## config.mk

```make
export PLATFORM = sky130hd
export DESIGN_NAME = jat_top
export DESIGN_NICKNAME = d
export VERILOG_FILES = /design/src/rtl/jat_pkg.sv /design/src/rtl/jat_regs.sv /design/src/rtl/jat_fifo.sv /design/src/rtl/jat_dpll.sv /design/src/rtl/jat_top.sv
export SDC_FILE = /design/constraint.sdc
export NUM_CORES = 1
export LEC_CHECK = 0
export BUFFER_PORTS_ARGS = -buffer_cell sky130_fd_sc_hd__buf_2
export CAP_MARGIN = 0
export CORE_MARGIN = 5
export CORE_UTILIZATION = 55
export DETAILED_ROUTE_END_ITERATION = 7
export GPL_TIMING_DRIVEN = 0
export HOLD_SLACK_MARGIN = 0.02
export PLACE_DENSITY_LB_ADDON = 0.2
export SYNTH_ARGS = -nofsm -noshare
export SYNTH_HDL_FRONTEND = slang
export SYNTH_SLANG_ARGS = --single-unit
```

## constraint.sdc

```tcl
create_clock -name clk -period 3.5 [get_ports clk]
set_input_delay 0.175 -clock clk [delete_from_list [all_inputs] [get_ports clk]]
set_output_delay 0.175 -clock clk [all_outputs]
set_load 0.03 [all_outputs]
```

## src/rtl/jat_pkg.sv

```systemverilog
// Shared register map and field positions for the jitter attenuator.
package jat_pkg;
    typedef enum logic [1:0] {
        RA_DIV  = 2'd0,
        RA_CFG  = 2'd1,
        RA_STAT = 2'd2,
        RA_FILL = 2'd3
    } reg_addr_e;

    localparam int CFG_LIMIT_BIT  = 0;
    localparam int CFG_OVIE_BIT   = 2;
    localparam int CFG_URIE_BIT   = 3;
    localparam int CFG_CENTER_BIT = 4;

    localparam int ST_UR_BIT = 0;
    localparam int ST_OV_BIT = 1;

    typedef struct packed {
        logic center;
        logic ur_ie;
        logic ov_ie;
        logic limit;
    } cfg_t;
endpackage

```

## src/rtl/jat_regs.sv

```systemverilog
// Register block: divisor, configuration, sticky status (write 1 to clear), fill readback.
// Assumes single-cycle writes; read data is combinational from reg_addr.
module jat_regs
    import jat_pkg::*;
#(
    parameter int DATA_W = 8,
    parameter int FILL_W = 6,
    parameter logic [DATA_W-1:0] DIV_RST = 8'h2F
) (
    input  logic              clk,
    input  logic              rst_n,
    input  logic              reg_we,
    input  logic [1:0]        reg_addr,
    input  logic [DATA_W-1:0] reg_wdata,
    input  logic              ur_evt,
    input  logic              ov_evt,
    input  logic [FILL_W-1:0] fill,
    output logic [DATA_W-1:0] reg_rdata,
    output logic [DATA_W-1:0] div_q,
    output logic              div_wr,
    output cfg_t              cfg_q,
    output logic              center_kick,
    output logic              ur_sticky,
    output logic              ov_sticky,
    output logic              irq
);
    logic cfg_wr;
    logic stat_wr;

    // Decode write strobes per register.
    always_comb begin
        div_wr  = reg_we && (reg_addr == RA_DIV);
        cfg_wr  = reg_we && (reg_addr == RA_CFG);
        stat_wr = reg_we && (reg_addr == RA_STAT);
    end

    // One-shot re-center request on a 0-to-1 write of the center enable.
    assign center_kick = cfg_wr && reg_wdata[CFG_CENTER_BIT] && !cfg_q.center;

    // Divisor and configuration storage.
    always_ff @(posedge clk) begin
        if (!rst_n) begin
            div_q <= DIV_RST;
            cfg_q <= '{center: 1'b0, ur_ie: 1'b0, ov_ie: 1'b0, limit: 1'b1};
        end else begin
            if (div_wr) div_q <= reg_wdata;
            if (cfg_wr) begin
                cfg_q.center <= reg_wdata[CFG_CENTER_BIT];
                cfg_q.ur_ie  <= reg_wdata[CFG_URIE_BIT];
                cfg_q.ov_ie  <= reg_wdata[CFG_OVIE_BIT];
                cfg_q.limit  <= reg_wdata[CFG_LIMIT_BIT];
            end
        end
    end

    // Sticky flags: a new event wins over a clear in the same cycle.
    always_ff @(posedge clk) begin
        if (!rst_n) begin
            ur_sticky <= 1'b0;
            ov_sticky <= 1'b0;
        end else begin
            ur_sticky <= ur_evt || (ur_sticky && !(stat_wr && reg_wdata[ST_UR_BIT]));
            ov_sticky <= ov_evt || (ov_sticky && !(stat_wr && reg_wdata[ST_OV_BIT]));
        end
    end

    // Shared interrupt from masked flags.
    assign irq = (ur_sticky && cfg_q.ur_ie) || (ov_sticky && cfg_q.ov_ie);

    // Read multiplexer.
    always_comb begin
        reg_rdata = '0;
        case (reg_addr)
            RA_DIV:  reg_rdata = div_q;
            RA_CFG: begin
                reg_rdata[CFG_CENTER_BIT] = cfg_q.center;
                reg_rdata[CFG_URIE_BIT]   = cfg_q.ur_ie;
                reg_rdata[CFG_OVIE_BIT]   = cfg_q.ov_ie;
                reg_rdata[CFG_LIMIT_BIT]  = cfg_q.limit;
            end
            RA_STAT: begin
                reg_rdata[ST_UR_BIT] = ur_sticky;
                reg_rdata[ST_OV_BIT] = ov_sticky;
            end
            default: reg_rdata = DATA_W'(fill);
        endcase
    end
endmodule

```

## src/rtl/jat_fifo.sv

```systemverilog
// Elastic bit buffer with read-pointer management.
// Assumes DEPTH is a power of two; pointers carry one extra wrap bit so fill spans 0..DEPTH.
// Overwrite drops the oldest bit; underrun holds the read pointer.
// Re-centering places the read pointer DEPTH/2 behind the next write pointer.
module jat_fifo #(
    parameter int DEPTH         = 32,
    parameter int CENTER_MARGIN = 4,
    localparam int PTR_W        = $clog2(DEPTH),
    localparam int FILL_W       = PTR_W + 1
) (
    input  logic              clk,
    input  logic              rst_n,
    input  logic              wr_vld,
    input  logic              wr_bit,
    input  logic              rd_vld,
    input  logic              center_en,
    input  logic              center_kick,
    output logic              rd_bit,
    output logic [FILL_W-1:0] fill,
    output logic              ur_evt,
    output logic              ov_evt,
    output logic              recenter_go
);
    localparam logic [FILL_W-1:0] HALF    = FILL_W'(DEPTH / 2);
    localparam logic [FILL_W-1:0] FULL    = FILL_W'(DEPTH);
    localparam logic [FILL_W-1:0] CTR_LO  = FILL_W'(CENTER_MARGIN);
    localparam logic [FILL_W-1:0] CTR_HI  = FILL_W'(DEPTH - CENTER_MARGIN);

    logic [DEPTH-1:0]  mem_q;
    logic [FILL_W-1:0] wp_q, rp_q, wp_nx;
    logic              is_empty, is_full, near_edge, rp_adv;

    // Fill level and boundary events.
    always_comb begin
        fill      = wp_q - rp_q;
        is_empty  = (fill == '0);
        is_full   = (fill == FULL);
        ur_evt    = rd_vld && is_empty;
        ov_evt    = wr_vld && is_full;
        near_edge = center_en && ((fill <= CTR_LO) || (fill >= CTR_HI));
        recenter_go = near_edge || center_kick;
        rp_adv    = (rd_vld && !is_empty) || ov_evt;
        wp_nx     = wp_q + FILL_W'(wr_vld);
    end

    assign rd_bit = mem_q[rp_q[PTR_W-1:0]];

    // Bit storage.
    always_ff @(posedge clk) begin
        if (wr_vld) mem_q[wp_q[PTR_W-1:0]] <= wr_bit;
    end

    // Pointer update: re-center overrides the normal read advance.
    always_ff @(posedge clk) begin
        if (!rst_n) begin
            wp_q <= '0;
            rp_q <= '0;
        end else begin
            wp_q <= wp_nx;
            if (recenter_go)  rp_q <= wp_nx - HALF;
            else if (rp_adv)  rp_q <= rp_q + 1'b1;
        end
    end
endmodule

```

## src/rtl/jat_dpll.sv

```systemverilog
// Digital rate loop producing the smoothed read strobe.
// A period counter fires when it reaches the target; the next target is the divisor,
// bent by one clock from the accumulator sign or, in limit mode, from the fill level.
// A divisor write restarts the counter and clears the accumulator.
module jat_dpll #(
    parameter int DIV_W        = 8,
    parameter int FILL_W       = 6,
    parameter int DEPTH        = 32,
    parameter int LIMIT_MARGIN = 1,
    parameter int ACC_W        = 10,
    parameter logic [DIV_W-1:0] DIV_RST = 8'h2F,
    localparam int TGT_W       = DIV_W + 1
) (
    input  logic              clk,
    input  logic              rst_n,
    input  logic [DIV_W-1:0]  div_q,
    input  logic              div_wr,
    input  logic [DIV_W-1:0]  div_new,
    input  logic              limit_en,
    input  logic              wr_vld,
    input  logic [FILL_W-1:0] fill,
    output logic              rd_vld
);
    localparam logic [FILL_W-1:0] LIM_LO = FILL_W'(LIMIT_MARGIN);
    localparam logic [FILL_W-1:0] LIM_HI = FILL_W'(DEPTH - LIMIT_MARGIN);
    localparam logic signed [ACC_W-1:0] ACC_MAX = {1'b0, {(ACC_W-1){1'b1}}};
    localparam logic signed [ACC_W-1:0] ACC_MIN = -ACC_MAX;

    logic [TGT_W-1:0]        cnt_q, tgt_q, nom, slow, fast, tgt_nx;
    logic signed [ACC_W-1:0] acc_q, acc_nx;
    logic                    acc_pos, acc_neg;

    assign rd_vld = (cnt_q == tgt_q);

    // Choose the next period target.
    always_comb begin
        nom     = TGT_W'(div_q);
        slow    = nom + 1'b1;
        fast    = (nom == '0) ? '0 : nom - 1'b1;
        acc_neg = acc_q[ACC_W-1];
        acc_pos = !acc_neg && (acc_q != '0);
        if (limit_en && (fill <= LIM_LO))      tgt_nx = slow;
        else if (limit_en && (fill >= LIM_HI)) tgt_nx = fast;
        else if (acc_pos)                      tgt_nx = fast;
        else if (acc_neg)                      tgt_nx = slow;
        else                                   tgt_nx = nom;
    end

    // Saturating phase accumulator: writes minus reads.
    always_comb begin
        case ({wr_vld, rd_vld})
            2'b10:   acc_nx = (acc_q == ACC_MAX) ? acc_q : acc_q + 1'b1;
            2'b01:   acc_nx = (acc_q == ACC_MIN) ? acc_q : acc_q - 1'b1;
            default: acc_nx = acc_q;
        endcase
    end

    // Period counter, target and accumulator registers.
    always_ff @(posedge clk) begin
        if (!rst_n) begin
            cnt_q <= '0;
            tgt_q <= TGT_W'(DIV_RST);
            acc_q <= '0;
        end else if (div_wr) begin
            cnt_q <= '0;
            tgt_q <= TGT_W'(div_new);
            acc_q <= '0;
        end else begin
            acc_q <= acc_nx;
            if (rd_vld) begin
                cnt_q <= '0;
                tgt_q <= tgt_nx;
            end else begin
                cnt_q <= cnt_q + 1'b1;
            end
        end
    end
endmodule

```

## src/rtl/jat_top.sv

```systemverilog
// Receive jitter attenuator: elastic bit buffer, rate loop and register block.
// Assumes one write strobe per recovered bit on the system clock domain.
module jat_top
    import jat_pkg::*;
#(
    parameter int DEPTH         = 32,
    parameter int DATA_W        = 8,
    parameter int ACC_W         = 10,
    parameter int CENTER_MARGIN = 4,
    parameter int LIMIT_MARGIN  = 1,
    parameter logic [DATA_W-1:0] DIV_RST = 8'h2F
) (
    input  logic              clk,
    input  logic              rst_n,
    input  logic              line_bit_vld,
    input  logic              line_bit,
    output logic              out_bit_vld,
    output logic              out_bit,
    input  logic              reg_we,
    input  logic [1:0]        reg_addr,
    input  logic [DATA_W-1:0] reg_wdata,
    output logic [DATA_W-1:0] reg_rdata,
    output logic              irq
);
    localparam int FILL_W = $clog2(DEPTH) + 1;

    logic [FILL_W-1:0] fill;
    logic [DATA_W-1:0] div_q;
    cfg_t              cfg_q;
    logic              div_wr, center_kick, ur_evt, ov_evt, recenter_go;
    logic              ur_sticky, ov_sticky;

    jat_regs #(.DATA_W(DATA_W), .FILL_W(FILL_W), .DIV_RST(DIV_RST)) u_regs (
        .clk(clk), .rst_n(rst_n), .reg_we(reg_we), .reg_addr(reg_addr),
        .reg_wdata(reg_wdata), .ur_evt(ur_evt), .ov_evt(ov_evt), .fill(fill),
        .reg_rdata(reg_rdata), .div_q(div_q), .div_wr(div_wr), .cfg_q(cfg_q),
        .center_kick(center_kick), .ur_sticky(ur_sticky), .ov_sticky(ov_sticky),
        .irq(irq)
    );

    jat_fifo #(.DEPTH(DEPTH), .CENTER_MARGIN(CENTER_MARGIN)) u_fifo (
        .clk(clk), .rst_n(rst_n), .wr_vld(line_bit_vld), .wr_bit(line_bit),
        .rd_vld(out_bit_vld), .center_en(cfg_q.center), .center_kick(center_kick),
        .rd_bit(out_bit), .fill(fill), .ur_evt(ur_evt), .ov_evt(ov_evt),
        .recenter_go(recenter_go)
    );

    jat_dpll #(.DIV_W(DATA_W), .FILL_W(FILL_W), .DEPTH(DEPTH),
               .LIMIT_MARGIN(LIMIT_MARGIN), .ACC_W(ACC_W), .DIV_RST(DIV_RST)) u_dpll (
        .clk(clk), .rst_n(rst_n), .div_q(div_q), .div_wr(div_wr),
        .div_new(reg_wdata), .limit_en(cfg_q.limit), .wr_vld(line_bit_vld),
        .fill(fill), .rd_vld(out_bit_vld)
    );
endmodule

```

==> run_results.csv <==
group,metric,value,unit
status,outcome,"complete, no violations",
timing,setup_viol,0,
critical_path,critPathArrivalTime,3490,ps
synth,synth_cell_types,64,
synth,synth_top_cell_by_area,"dfxtp_1",
layout,final_nets,658,
grt,grt_use_met2,37.2,%
critical_path,crit_required,3740,ps
drt,ant_nets,0,
layout,final-seq-area,0.00204,mm2
clock_tree,cts.sinks,86,
synth,synthArstFlopShare,0,%
drt,wl_per_cell,17.2,um
timing,fmax,308,MHz
synth,synth-xor-area-share,8.11,%
synth,synth-adder-area-share,5.96,%
critical_path,start_kind,"register",
die,rows,35,
critical_path,crit_type,"reg2reg",
grt,grt_pass1_vias,4411,
layout,antennaDiodeCount,0,
timing,final_max_slew_viol_count,0,
timing,skew,20.1,ps
synth,yosys.area_share.simple,20.0,%
layout,layout-drive-gt1-share,12.5,%
drt,drc,0,
layout,area_delta_synth_final,9.95,%
die,dieArea,0.0117,mm2
clock_tree,cts_tree,"done",
placement,routabilityCongestion,0.939,
critical_path,endpoint_kind,"register",
grt,grt_pass1_wl,21700,um
clock_tree,htreeDepth,3,
min_path,hold_class,"in2reg",
timing,min_period,3250,ps
power_and_ir_drop,power.leakage,2.23,nW
grt,track_usage,23.6,%
synth,synth.area.mux_share,8.16,%
synth,avgSynthCellArea,9.08,um2
placement,dp_hpwl,9390,um
clock_tree,root_buffer,"clkbuf_8",
power_and_ir_drop,p_per_area,446,mW/mm2
timing,worst-slew-pin-transition,715,ps
grt,grt_max_degree,33,
die,coreArea,0.00933,mm2
synth,synth_seq_cells,86,
placement,dpl.cell_count,734,
die,dieHeight,108,um
grt,busiest_layer,"met2",
clock_tree,clk_pin_slew,110,ps
drt,vias_per_cell,5.98,
layout,fill_cells,838,
layout,utilization,62.4,%
run,cap_violations,0,
grt,grt_use_met3,4.12,%
synth,synth_top_family_by_area,"simple AND/OR/NAND/NOR gates",
drt,vias,4503,
timing,hold_viol,0,
synth,synth_area,0.00529,mm2
clock_tree,clk_latency,370,ps
power_and_ir_drop,irDropWorstVdd,0.217,mV
synth,synth_top_cell_area_share,20.4,%
synth,seq_area_frac_synth,38.6,%
synth,yosysWarningCount,0,
drt,wirelength,12900,um
synth,netlist_instances,583,
die,initial_utilization,56.7,%
drt,firstDrtPassIters,4,
grt,globalRouteMet1Util,33.6,%
drt,drt-initial-drc-count,292,
synth,synth_fp_nets,622,
synth,synth_area_leaders,"dfxtp_1 20%, edfxtp_1 18%, nor2_1 5.6%, ha_1 5.2%, xnor2_1 5.1%",
synth,synth_compound_gate_area_share,15.2,%
critical_path,critPathMaxFanout,11,
clock_tree,clk_path_buf_depth,2,
grt,antenna_found_initial,0,
die,die_w,108,um
timing,period_share,92.9,%
layout,multi_input_area,0.00307,mm2
synth,ys.flop_type,"dfxtp_1",
synth,synth-edff-count,32,
timing,slew_headroom,51.9,%
grt,gr-total-overflow,0,
die,ios,26,
clock_tree,numCtsBuffers,9,
placement,portBuffers,22,
layout,final_cells,753,
[placed cells by master, fill, tap and decap left out, drive strengths merged, types with 3 or more instances in the layout]
cell / count
o22ai: 4
a31oi: 3
o21bai: 3
xnor2: 31
a21o: 11
a21oi: 30
o211ai: 5
nand3b: 6
nor2b: 6
nand3: 20
buf: 32
nand4: 8
mux4: 11
ha: 22
mux2i: 15
nor4: 5
a22o: 4
and2: 11
nor3b: 4
xor2: 18
or3: 6
nor2: 79
clkbuf: 31
edfxtp: 32
inv: 28
nor3: 11
nand2: 57
mux2: 3
or4: 3
dfxtp: 54
a211oi: 8
o21ai: 26
a21boi: 7
[final timing paths]
check	startpoint	to	slack [ps]	cells past startpoint
max	u_dpll.cnt_q[1]$_SDFF_PP0_	u_dpll.acc_q[9]$_SDFFE_PP0P_	250	13
min	reg_wdata[7]	u_regs.div_q[7]$_SDFFE_PN0P_	100	3
max reg2reg	u_dpll.cnt_q[1]$_SDFF_PP0_	u_dpll.acc_q[9]$_SDFFE_PP0P_	250	13
min reg2reg	u_regs.ur_sticky$_SDFF_PN0_	u_regs.ur_sticky$_SDFF_PN0_	500	2
[report_power, final]
group	internal (mW)	switching (mW)	leakage, nW	total [mW]
logic	0.305	0.480	1.40	0.785
registers	1.07	0.0364	0.728	1.10
clock network	0.281	0.427	0.0970	0.708
[worst max-delay path, cell delays in order (launching register included)]
cell and delay, ps:
dfxtp_1 440, xnor2_1 140, nand4_1 160, nor4_4 400
ha_4 300, ha_1 250, a21o_1 180, a21o_1 210
a2111oi_2 460, o31ai_1 160, xor2_1 160, nand2_1 90
xor2_1 140, nor2_1 50
[cell type report]
class | instances | share of cell area (%)
inverter | 24 | 1.55
clock inverter | 7 | 1.25
tap | 129 | 2.77
timing repair buffer | 25 | 2.28
sequential | 86 | 35.1
multi-input combinational | 444 | 52.8
buffer | 29 | 2.13
clock buffer | 9 | 2.13
[layer usage]
layer / vias to the layer above / wire, um
met2: 145 / 5830
met5: - / 0
met1: 2182 / 6090
met3: 20 / 798
li1: 2156 / -
met4: 0 / 214
[synthesized netlist by cell type, drive strengths merged, types with 15 or more instances]
cell type  count
dfxtp         54
xor2          18
clkbuf        23
a21oi         30
edfxtp        32
xnor2         31
ha            22
nor2          79
mux2i         15
nand2         57
o21ai         26
nand3         20
inv           24
[flip-flops by register name, summed over array words and instances (netlist names)]
signal	cells
u_dpll.acc_q	10
u_dpll.cnt_q	9
u_dpll.tgt_q	9
u_fifo.mem_q	32
u_fifo.rp_q	6
u_fifo.wp_q	6
u_regs.cfg_q	4
u_regs.div_q	8
u_regs.ov_sticky	1
u_regs.ur_sticky	1
[metrics by stage]
step                worst slack, ps  hold slack, ps  total power, mW  area [um2]  TNS [ps]
finish                          249            96.5             2.60        5820         0
global route                  -6.15            93.8             2.74        5820     -6.15
CTS                            71.8            78.0             2.60        5790         0
detailed placement             -208             457             1.89        5590      -318
global placement               -143             449             1.89        5590      -221
floorplan                      90.8             274             1.70        5310         0
[repair_timing]
action | 4_1_cts | 5_1_grt
gates resized for setup | 3 | 2
endpoints found under the setup margin | 6 | 13
pin swaps | 1 | 1
hold buffers | 0 | 0
setup buffers | 0 | 3
[kinds of logic (layout without fill, tap and decap cells)]
kind of cell / after synthesis / in the layout
AOI/OAI and AO/OA: 118 / 118
xor gates and xnor gates: 49 / 49
adders and majority gates: 24 / 24
buffers and inverters: 53 / 94
DFF: 86 / 86
muxes: 29 / 29
and+or+nand+nor: 224 / 224
Note: power is estimated with default switching activity, not from simulation.
